$ cat src/rtl/msg_rx_pkg.sv
package msg_rx_pkg;
  typedef struct packed {
    logic start_seen;
    logic addr_ok;
  } frame_flags_t;

  localparam frame_flags_t FLAGS_IDLE = '{start_seen: 1'b0, addr_ok: 1'b0};
  localparam frame_flags_t FLAGS_WAIT = '{start_seen: 1'b1, addr_ok: 1'b0};
  localparam frame_flags_t FLAGS_OPEN = '{start_seen: 1'b1, addr_ok: 1'b1};
endpackage

$ cat src/rtl/rx_front_reg.sv
module rx_front_reg #(
  parameter int CHAR_W = 8
) (
  input  logic              clk,
  input  logic              rst,
  input  logic [CHAR_W-1:0] in_char,
  input  logic              in_valid,
  input  logic              tx_busy,
  output logic [CHAR_W-1:0] q_char,
  output logic              q_valid
);
  always_ff @(posedge clk) begin
    if (rst) begin
      q_char  <= '0;
      q_valid <= 1'b0;
    end else begin
      q_valid <= in_valid & ~tx_busy;
      if (in_valid && !tx_busy)
        q_char <= in_char;
    end
  end

  assert_front_blocked_R2: assert property (@(posedge clk) disable iff (rst)
    tx_busy |=> !q_valid);
endmodule

$ cat src/rtl/rx_addr_match.sv
module rx_addr_match #(
  parameter int CHAR_W   = 8,
  parameter int ADDR_W   = 7,
  parameter bit BCAST_EN = 1'b1
) (
  input  logic [CHAR_W-1:0] ch,
  input  logic [ADDR_W-1:0] dev_addr,
  input  logic [ADDR_W-1:0] bcast_addr,
  output logic              hit
);
  localparam int PAD_W = CHAR_W - ADDR_W;

  logic [CHAR_W-1:0] dev_ch;
  logic [CHAR_W-1:0] bc_ch;
  logic              dev_hit;

  assign dev_ch  = {{PAD_W{1'b0}}, dev_addr};
  assign bc_ch   = {{PAD_W{1'b0}}, bcast_addr};
  assign dev_hit = (ch == dev_ch);

  generate
    if (BCAST_EN) begin : g_bcast
      assign hit = dev_hit | (ch == bc_ch);
    end else begin : g_nobcast
      logic unused_bc;
      assign unused_bc = ^bc_ch;
      assign hit = dev_hit;
    end
  endgenerate
endmodule

$ cat src/rtl/rx_frame_ctl.sv
module rx_frame_ctl
  import msg_rx_pkg::*;
#(
  parameter int                CHAR_W   = 8,
  parameter logic [CHAR_W-1:0] STX_CODE = 8'h02,
  parameter logic [CHAR_W-1:0] ETX_CODE = 8'h03
) (
  input  logic              clk,
  input  logic              rst,
  input  logic              tx_busy,
  input  logic              ch_valid,
  input  logic [CHAR_W-1:0] ch,
  input  logic              addr_hit,
  output logic              rx_enable,
  output logic              fwd
);
  frame_flags_t flags, flags_nxt;
  logic is_stx, is_etx;

  assign is_stx = (ch == STX_CODE);
  assign is_etx = (ch == ETX_CODE);

  always_comb begin
    flags_nxt = flags;
    fwd       = 1'b0;
    if (tx_busy) begin
      flags_nxt = FLAGS_IDLE;
    end else if (ch_valid) begin
      if (is_stx) begin
        flags_nxt = FLAGS_WAIT;
      end else if (flags == FLAGS_WAIT) begin
        flags_nxt = addr_hit ? FLAGS_OPEN : FLAGS_IDLE;
      end else if (flags == FLAGS_OPEN) begin
        fwd = 1'b1;
        if (is_etx)
          flags_nxt = FLAGS_IDLE;
      end
    end
  end

  always_ff @(posedge clk) begin
    if (rst) flags <= FLAGS_IDLE;
    else     flags <= flags_nxt;
  end

  assign rx_enable = flags.start_seen & flags.addr_ok;

  assert_stx_restarts_R3: assert property (@(posedge clk) disable iff (rst)
    (ch_valid && !tx_busy && is_stx) |=> (flags.start_seen && !flags.addr_ok));
  assert_addr_opens_R4: assert property (@(posedge clk) disable iff (rst)
    (ch_valid && !tx_busy && !is_stx && flags == FLAGS_WAIT && addr_hit) |=> rx_enable);
  assert_mismatch_idle_R6: assert property (@(posedge clk) disable iff (rst)
    (ch_valid && !tx_busy && !is_stx && flags == FLAGS_WAIT && !addr_hit)
      |=> (!flags.start_seen && !flags.addr_ok));
  assert_etx_closes_R8: assert property (@(posedge clk) disable iff (rst)
    (ch_valid && !tx_busy && rx_enable && is_etx) |=> (!flags.start_seen && !flags.addr_ok));
  assert_busy_clears_R9: assert property (@(posedge clk) disable iff (rst)
    tx_busy |=> (!flags.start_seen && !flags.addr_ok));
  assert_no_addr_without_start_R7: assert property (@(posedge clk) disable iff (rst)
    flags.addr_ok |-> flags.start_seen);
endmodule

$ cat src/rtl/rx_out_stage.sv
module rx_out_stage #(
  parameter int CHAR_W = 8
) (
  input  logic              clk,
  input  logic              rst,
  input  logic              fwd,
  input  logic [CHAR_W-1:0] ch,
  output logic [CHAR_W-1:0] out_char,
  output logic              out_valid
);
  always_ff @(posedge clk) begin
    if (rst) begin
      out_char  <= '0;
      out_valid <= 1'b0;
    end else begin
      out_valid <= fwd;
      if (fwd)
        out_char <= ch;
    end
  end
endmodule

$ cat src/rtl/msg_rx_filter.sv
module msg_rx_filter #(
  parameter int                CHAR_W   = 8,
  parameter int                ADDR_W   = 7,
  parameter bit                BCAST_EN = 1'b1,
  parameter logic [CHAR_W-1:0] STX_CODE = 8'h02,
  parameter logic [CHAR_W-1:0] ETX_CODE = 8'h03
) (
  input  logic              clk,
  input  logic              rst,
  input  logic [CHAR_W-1:0] rx_char,
  input  logic              rx_valid,
  input  logic [ADDR_W-1:0] dev_addr,
  input  logic [ADDR_W-1:0] bcast_addr,
  input  logic              tx_busy,
  output logic [CHAR_W-1:0] out_char,
  output logic              out_valid,
  output logic              rx_enable
);
  logic [CHAR_W-1:0] d1_char;
  logic              d1_valid;
  logic              addr_hit;
  logic              fwd;

  rx_front_reg #(.CHAR_W(CHAR_W)) u_front (
    .clk(clk), .rst(rst), .in_char(rx_char), .in_valid(rx_valid),
    .tx_busy(tx_busy), .q_char(d1_char), .q_valid(d1_valid)
  );

  rx_addr_match #(.CHAR_W(CHAR_W), .ADDR_W(ADDR_W), .BCAST_EN(BCAST_EN)) u_match (
    .ch(d1_char), .dev_addr(dev_addr), .bcast_addr(bcast_addr), .hit(addr_hit)
  );

  rx_frame_ctl #(.CHAR_W(CHAR_W), .STX_CODE(STX_CODE), .ETX_CODE(ETX_CODE)) u_ctl (
    .clk(clk), .rst(rst), .tx_busy(tx_busy), .ch_valid(d1_valid), .ch(d1_char),
    .addr_hit(addr_hit), .rx_enable(rx_enable), .fwd(fwd)
  );

  rx_out_stage #(.CHAR_W(CHAR_W)) u_out (
    .clk(clk), .rst(rst), .fwd(fwd), .ch(d1_char),
    .out_char(out_char), .out_valid(out_valid)
  );

  assert_fwd_only_open_R7: assert property (@(posedge clk) disable iff (rst)
    out_valid |-> $past(rx_enable));
  assert_no_stx_out_R10: assert property (@(posedge clk) disable iff (rst)
    out_valid |-> (out_char != STX_CODE));
endmodule

$ cat config.mk
export PLATFORM = sky130hd
export DESIGN_NAME = msg_rx_filter
export DESIGN_NICKNAME = d
export VERILOG_FILES = /design/src/rtl/msg_rx_pkg.sv /design/src/rtl/rx_front_reg.sv /design/src/rtl/rx_addr_match.sv /design/src/rtl/rx_frame_ctl.sv /design/src/rtl/rx_out_stage.sv /design/src/rtl/msg_rx_filter.sv
export SDC_FILE = /design/constraint.sdc
export NUM_CORES = 1
export LEC_CHECK = 0
export BUFFER_PORTS_ARGS = -buffer_cell sky130_fd_sc_hd__buf_2
export CAP_MARGIN = 20
export CORE_ASPECT_RATIO = 1.1
export CORE_UTILIZATION = 42
export CTS_BUF_LIST = sky130_fd_sc_hd__clkbuf_4 sky130_fd_sc_hd__clkbuf_8 sky130_fd_sc_hd__clkbuf_16
export CTS_CLUSTER_DIAMETER = 80
export DETAILED_ROUTE_END_ITERATION = 16
export HOLD_SLACK_MARGIN = 0.05
export PLACE_DENSITY = 0.8
export SYNTH_ARGS = -nofsm -noshare
export SYNTH_HDL_FRONTEND = slang
export SYNTH_SLANG_ARGS = --single-unit
export TNS_END_PERCENT = 30
$ cat constraint.sdc
create_clock -name clk -period 1.7 [get_ports clk]
set_clock_uncertainty 0.15 [all_clocks]
set_input_delay 0.34 -clock clk [delete_from_list [all_inputs] [get_ports clk]]
set_output_delay 0.34 -clock clk [all_outputs]
set_load 0.05 [all_outputs]
# Yosys cells after proc, flatten, opt, wreduce, memory -nomap -nowiden

Cells that the tools add are included.

Register bits: 20
Logic and storage cells: 32

Eq/ne operators: 6
Bitwise logic cells: 4
Reduce and logical (&&, ||, !) cells: 6
Multiplexer cells: 10

Operators with widths:

| kind                                                                   | number |
|---|---|
| 8-bit by 2-bit equality test with 1-bit output (second input constant) | 2 |
| 8-bit by 7-bit equality test with 1-bit output                         | 2 |
| 2-bit two-way mux                                                      | 5 |
| 3-bit nonzero test                                                     | 2 |
| 1-bit two-way mux                                                      | 5 |
| 2-bit equality test (second input constant)                            | 2 |
| 3-bit AND reduction                                                    | 1 |
| 1-bit bitwise AND                                                      | 2 |
| 2-bit OR reduction                                                     | 1 |
| 1-bit logical AND                                                      | 1 |
| 1-bit logical NOT                                                      | 1 |
| 1-bit inverter                                                         | 1 |
| 1-bit OR                                                               | 1 |

# Depth between registers and ports, before layout

Gate-level depths: netlist of run 1.

Word-level depth: 6
Mapped depth: 6

# Hierarchy

Synthesis of run 1 repeated with hierarchy kept, for this count alone.

Cells, all modules: 106
Area, all modules: 1038.5 um^2

By module, submodules not included:

| module        | area an instance (um^2) | instances | sequential area each (um^2) | cells each |
|---|---|---|---|---|
| rx_front_reg  | 382.9                   | 1         | 180.2                       | 36 |
| rx_out_stage  | 312.8                   | 1         | 180.2                       | 28 |
| rx_frame_ctl  | 185.2                   | 1         | 40.0                        | 22 |
| rx_addr_match | 157.7                   | 1         | 0.0                         | 20 |

# Least setup slack after synthesis of run 1

Ideal clock, no wire load.

Path kind: register to register
From: reg u_ctl.flags[1] in the netlist's numbering
To: reg u_out.out_char[4]
Required time: 1422 ps
Cell stages (with the launch flop): 6
Setup slack: -11 ps
Arrival: 1433 ps
Library setup time: 128 ps
Path buffers: 1
Period minus slack after synthesis: 1711 ps
Cells stage by stage: dfxtp_1 > and2_1 > o2111a_1 > buf_6 > mux2i_1 > nor2_1

Cells in the longest elaborated chain, start to end: 6

Ends and longest elaborated chain:

| what                   | line               | text |
|---|---|---|
| start, declared        | rx_frame_ctl.sv:17 | `frame_flags_t flags, flags_nxt;` |
| start signal, assigned | rx_frame_ctl.sv:43 | `else flags <= flags_nxt;` |
| 2-bit equality test    | rx_frame_ctl.sv:33 | `end else if (flags == FLAGS_OPEN) begin` |
| 1-bit two-way mux      | rx_frame_ctl.sv:33 |  |
| 1-bit two-way mux *    | rx_frame_ctl.sv:31 | `end else if (flags == FLAGS_WAIT) begin` |
| 1-bit two-way mux *    | rx_frame_ctl.sv:29 | `if (is_stx) begin` |
| 1-bit two-way mux *    | rx_frame_ctl.sv:28 | `end else if (ch_valid) begin` |
| 1-bit two-way mux *    | rx_frame_ctl.sv:26 | `if (tx_busy) begin` |
| end signal, assigned   | rx_out_stage.sv:18 | `out_char <= ch;` |
| end, declared          | rx_out_stage.sv:8  | `output logic [CHAR_W-1:0] out_char,` |

Mark *: on every way between the ends. The rest lies on a longest branch, timed or not.
A chain may end at the register's enable or synchronous reset.

# Worst setup path in the final report of run 1

From: reg u_front.q_char[2]
To: reg u_out.out_char[7]

Cells in the longest elaborated chain, start to end: 4

Ends and longest elaborated chain:

| what                                           | line               | text |
|---|---|---|
| start, declared                                | rx_front_reg.sv:9  | `output logic [CHAR_W-1:0] q_char,` |
| start signal, assigned                         | rx_front_reg.sv:19 | `q_char <= in_char;` |
| 8-bit by 2-bit equality test with 1-bit output | rx_frame_ctl.sv:20 | `assign is_stx = (ch == STX_CODE);` |
| 1-bit two-way mux                              | rx_frame_ctl.sv:29 |  |
| 1-bit two-way mux                              | rx_frame_ctl.sv:28 |  |
| 1-bit two-way mux                              | rx_frame_ctl.sv:26 |  |

Every way passes these cells.

==> summary.txt, run 1 <==
TritonCTS buffer count -> 3
Fin crit share -> 103%
Root buffer cell -> clkbuf_4
Violated checks -> setup timing
Non-Filler Instances -> 174
Core Area -> 2080 µm²
Gpl congestion -> 0.847
Synthesized net count -> 127
CTS Sinks -> 20
Syn. warnings -> 0
CP required -> 1760 ps
Sequential fraction of the synthesis area -> 41.8%
Layout cell share with drive strength beyond 1 -> 44.5%
DIE WIDTH -> 47.5 µm
DPL Wire Length -> 1730 µm
Util after Layout -> 63.7%
Vias in the first global route -> 878
Worst slew pin tran -> 286 ps
Number of synthesized register bits -> 20
Final wirelength -> 2470 µm
Fin area -> 1330 µm²
Status -> complete, but fails checks
Crit Path Max Fanout -> 4
Final Hold Vio Count -> 0
Nets -> 174
Drt drc -> 0
DP Cell Count -> 170
Clock-pin slew on the worst setup and hold paths -> 110 ps
Drt first pass iters -> 4
Register area -> 405 µm²
Skew-Pair Late Insertion Delay -> 300 ps
Min Tclk post-route -> 1750 ps
Syn Area/Cell -> 9.49 µm²
Initial antenna violation count -> 0
Crit path kind -> reg2reg
First-pass GRT wire length -> 3590 µm
Slew headroom -> 80.9%
Pre-CTS setup slack -> -50.9 ps
Starting Density -> 46.0%
DIE AREA -> 2480 µm²
Worst-path cell chain -> nor4_4 > nand3_2 > o2111a_1 > buf_6 > mux2i_2 > nor2_1
Post-synth cell types -> 26
Overall Global Routing Usage -> 21.0%
CP delay by family, top -> simple AND/OR/NAND/NOR gates
Port Buffer Count -> 35
Syn Std Cell Area -> 958 µm²
Fin. max-slew vios -> 0
Crit start category -> flop
Pleak -> 0.000593 µW
Top cells by area, synth -> dfxtp_1 42%, mux2i_1 16%, xor2_1 9.1%, nor2_1 7.4%, xnor2_1 3.7%
# IOs -> 36
Vias/cell -> 5.03
Final setup TNS -> -209 ps
Die Y -> 52.1 µm
CP Buf/Inv Count -> 1
# diodes -> 0
Worst hold path type -> in2reg
Crit-path max cell delay -> 360 ps
H-tree depth -> 1
Highest Clock Rate -> 571 MHz
Endpoint class of the critical path -> flop
Post-route ant nets -> 0
PD cells -> 644 nW/µm²
Clock buffer depth -> 2
DRT iter0 DRCs -> 5
Multi-input logic area -> 583 µm²
Setup violations, final -> 9
GRT overflow -> 0
Rows -> 17
Fillers -> 207
TritonCTS clock tree -> built
Max Cap Viol -> 0
RSZ-0062 raised after global routing -> yes
Crit path DAT -> 1810 ps
Via Count -> 875
Cells after synthesis -> 101
Final WS setup -> -51.9 ps
Cell Area, Placed -> 1220 µm²
CP max stage cell -> dfxtp_2
Synth area leader -> dfxtp_1
Worst VDD drop -> 0.530 mV
Area growth, synth to finish -> 38.6%
DR WL/cell -> 14.2 µm
Yosys top cell area share -> 41.8%
Pin count of the biggest net entering global routing -> 18
-- final timing paths --
path                            depth (start not counted)              start  slack (ps)                 to
worst max register to register                          6  u_front.q_char[2]         -50  u_out.out_char[7]
worst min register to register                          2  u_out.out_char[0]         360  u_out.out_char[0]
worst min-delay path                                    3         rx_char[0]         110  u_front.q_char[0]
worst max-delay path                                    6  u_front.q_char[2]         -50  u_out.out_char[7]
-- sequential cells by signal, indices dropped and copies added, names as in the netlist --
| register | cells |
|---|---|
| u_out.out_valid | 1 |
| u_out.out_char | 8 |
| u_front.q_char | 8 |
| u_front.q_valid | 1 |
| u_ctl.flags | 2 |
-- timing repair --
action,in CTS,in global routing
endpoints found under the setup margin,10,12
pin swaps,3,5
setup buffers,1,0
cloned,0,0
hold buffers,0,0
gates resized for setup,6,11
-- layout make-up --
type	instances	area share, %
Clock buffer	3	1.69
Inverter	2	0.565
Multi-Input combinational cell	74	43.9
Sequential cell	20	30.5
Tap cell	28	2.64
Timing Repair Buffer	47	20.7
-- per-layer routing --
metal | share of wire (%) | track usage (%)
met5 | 0 | 0
met4 | 3.7 | 12.0
met2 | 52 | 34.9
met3 | 3.4 | 3.47
met1 | 41 | 24.5
-- cell usage after synthesis --
cell type / instances
buf_2: 1
nand4_1: 1
dfxtp_1: 20
or4_4: 1
nand3_1: 2
a21oi_1: 1
xnor2_1: 4
o21a_1: 1
o21ba_1: 1
and2_1: 2
nor2b_1: 3
mux2i_1: 15
o21ai_0: 2
nor4_1: 3
nand2_1: 3
nor2_1: 19
nor3b_1: 1
xor2_1: 10
buf_6: 1
inv_1: 2
o2111a_1: 1
o211ai_1: 1
mux2_4: 1
o31ai_1: 1
o221ai_1: 1
clkbuf_1: 3
-- kinds of logic after synthesis --
group	after synthesis	synth area share [%]
flops	20	41.8
mux	16	17.2
compound gates	9	7.05
buf+inv	7	3.65
simple gates	35	17.5
xor+xnor	14	12.8
-- placed cells by master (no fill, tap or decap), drive strengths merged, types with 3 or more instances in the layout --
cell / instances
nand2: 3
nor4: 3
xnor2: 4
dfxtp: 20
mux2i: 15
nor2b: 3
xor2: 10
buf: 46
clkbuf: 4
nor2: 19
-- stage by stage --
step | total power, µW | hold WS, ps
finish | 855 | 107
global route | 893 | 97.4
CTS | 846 | 103
detailed placement | 622 | 333
global placement | 619 | 322
floorplan | 562 | 312
-- tightest hold or removal path, cell delays in order --
cell and delay [ps]:
buf_2 70, a21oi_1 50, nor2_1 70
-- power by group --
group / total (µW) / switching [µW] / leakage, µW / internal (µW)
combinational: 137 / 65.0 / 0.000415 / 71.8
sequential: 494 / 14.1 / 0.000164 / 480
clock: 225 / 142 / 0.0000138 / 82.8
total: 855 / 221 / 0.000593 / 634
Power figures use the tool's default switching activity.
==> run 2: changes to the inputs <==
--- a/config.mk
+++ b/config.mk
@@ -5,7 +5,7 @@
 export SDC_FILE = /design/constraint.sdc
 export NUM_CORES = 1
 export LEC_CHECK = 0
-export BUFFER_PORTS_ARGS = -buffer_cell sky130_fd_sc_hd__buf_2
+export BUFFER_PORTS_ARGS = -buffer_cell sky130_fd_sc_hd__buf_4
 export CAP_MARGIN = 20
 export CORE_ASPECT_RATIO = 1.1
 export CORE_UTILIZATION = 42
==> summary.txt, run 2 (same netlist as run 1, synthesis figures left out) <==
Highest Clock Rate -> 571 MHz (about the same)
Final WS setup -> -52.4 ps (was -51.9 ps)
Crit path kind -> reg2reg (unchanged)
Worst-path cell chain -> nor4_2 > nand3_2 > o2111a_1 > buf_6 > mux2i_1 > nor2_1 (was nor4_4 > nand3_2 > o2111a_1 > buf_6 > mux2i_2 > nor2_1)
Vias/cell -> 5.04 (was 5.03)
Core Area -> 2080 µm² (unchanged)
Pin count of the biggest net entering global routing -> 19 (was 18)
Fin crit share -> 103% (about the same)
TritonCTS buffer count -> 3 (unchanged)
Clock Power Share -> 30.4% (was 26.3%)
Crit path DAT -> 1810 ps (about the same)
Crit-path max cell delay -> 360 ps (about the same)
Most frequent cells in the layout -> 44 x buf_4, 19 x nor2_1, 17 x dfxtp_1, 14 x mux2i_1, 10 x xor2_1 (was 34 x buf_2, 19 x nor2_1, 16 x dfxtp_1, 14 x mux2i_1)
Multi-input logic area -> 557 µm² (was 583 µm²)
Drt drc -> 0 (unchanged)
Endpoint class of the critical path -> flop (unchanged)
First-pass GRT wire length -> 3780 µm (was 3590 µm)
Layout cell share with drive strength beyond 1 -> 42.5% (was 44.5%)
# diodes -> 0 (unchanged)
Skew-Pair Late Insertion Delay -> 300 ps (about the same)
CP Buf/Inv Count -> 1 (unchanged)
Fin. max-slew vios -> 0 (unchanged)
CTS Sinks -> 20 (unchanged)
TritonCTS clock tree -> built (unchanged)
Clock buffer depth -> 2 (unchanged)
CP delay by family, top -> simple AND/OR/NAND/NOR gates (unchanged)
Flop pwr share -> 53.6% (was 57.7%)
Crit start category -> flop (unchanged)
Port Buffer Count -> 35 (unchanged)
Crit Path Max Fanout -> 7 (was 4)
# hold bufs at CTS -> 0 (unchanged)
DIE AREA -> 2480 µm² (unchanged)
Fillers -> 187 (was 207)
Grt met2 use -> 36.8% (was 34.9%)
Pleak -> 0.000607 µW (was 0.000593 µW)
Slack of the worst reg-to-reg path -> -50 ps (about the same)
Setup violations, final -> 9 (unchanged)
P_sw -> 225 µW (was 221 µW)
Hold Slack -> 100 ps (was 107 ps)
DIE WIDTH -> 47.5 µm (unchanged)
Slew headroom -> 78.0% (was 80.9%)
Max Cap Viol -> 0 (unchanged)
CP max stage cell -> dfxtp_2 (unchanged)
Met1 Use GR -> 25.9% (was 24.5%)
Gpl congestion -> 0.921 (was 0.847)
# IOs -> 36 (unchanged)
Pre-CTS setup slack -> -40.9 ps (was -50.9 ps)
DR WL/cell -> 14.5 µm (was 14.2 µm)
Area growth, synth to finish -> 45.6% (was 38.6%)
DPL Wire Length -> 1790 µm (was 1730 µm)
Commonest non-fill, non-tap cell in the layout -> buf_4 (was buf_2)
Starting Density -> 46.0% (unchanged)
Worst hold path type -> in2reg (unchanged)
Root buffer cell -> clkbuf_4 (unchanged)
Clock-pin slew on the worst setup and hold paths -> 120 ps (was 110 ps)
Register area -> 407 µm² (was 405 µm²)
Nets -> 173 (was 174)
Drt first pass iters -> 4 (unchanged)
GR peak layer -> met2 (unchanged)
Rows -> 17 (unchanged)
RSZ-0062 raised after global routing -> yes (unchanged)
Violated checks -> setup timing (unchanged)
Combinational power share -> 16.0% (about the same)
Regs by FF count -> u_front.q_char x8, u_out.out_char x8, u_ctl.flags x2 (unchanged)
Final Hold Vio Count -> 0 (unchanged)
Sw Ratio -> 24.5% (was 25.8%)
Post-route ant nets -> 0 (unchanged)
Vias in the first global route -> 856 (was 878)
Overall Global Routing Usage -> 21.9% (was 21.0%)
Worst VDD drop -> 0.466 mV (was 0.530 mV)
Initial antenna violation count -> 0 (unchanged)
GR Util met3 -> 4.17% (was 3.47%)
GRT overflow -> 0 (unchanged)
Int Pwr -> 693 µW (was 634 µW)
Final wirelength -> 2530 µm (was 2470 µm)
CP required -> 1750 ps (was 1760 ps)
Die Y -> 52.1 µm (unchanged)
Status -> complete, but fails checks (unchanged)
H-tree depth -> 1 (unchanged)
Min Tclk post-route -> 1750 ps (about the same)
DRT iter0 DRCs -> 27 (was 5)
Worst slew pin tran -> 327 ps (was 286 ps)
Via Count -> 877 (was 875)
PD cells -> 659 nW/µm² (was 644 nW/µm²)
run 2: cell type report:
class	count	share of cell area (%)
Inverter	2	0.538
Clock buffer	4	2.60
Sequential cell	20	29.1
Multi-Input combinational cell	74	39.9
Timing Repair Buffer	46	25.3
Tap cell	28	2.51
run 2: path summary, 6_finish.rpt:
path	start	to	cells after the start
hold / removal	rx_valid	u_front.q_valid	2
hold reg to reg	u_out.out_char[0]	u_out.out_char[0]	2
setup / recovery	u_front.q_char[7]	u_out.out_char[3]	6
setup reg to reg	u_front.q_char[7]	u_out.out_char[3]	6
run 2: routing by layer:
layer / up-vias / share of wire, %
met5: - / 0
met4: 0 / 2.1
met3: 6 / 4.4
met2: 25 / 52
met1: 415 / 41
li1: 431 / -
run 2: per-stage QoR:
step	util, %	cell area, µm²	setup TNS [ps]	power, µW	cells
after global placement	62.2	1300	-5.46	632	168
after detailed placement	62.2	1300	-86.8	635	168
after floorplan	-	960	0	562	101
after global routing	66.9	1400	-1410	962	174
final	66.9	1400	-370	919	174
after CTS	65.1	1360	-27.8	918	174
run 2: timing repair:
item / CTS / global route
pin swaps: 3 / 8
setup buffers: 2 / 0
endpoints found under the setup margin: 8 / 11
resized for setup: 2 / 10
run 2: power groups by stage:
stage / logic [µW] / clock network [µW] / registers (µW)
floorplan: 62.4 / 0 / 500
global placement: 132 / 0 / 500
detailed placement: 135 / 0 / 501
CTS: 138 / 290 / 490
global route: 160 / 309 / 494
finish: 147 / 280 / 492
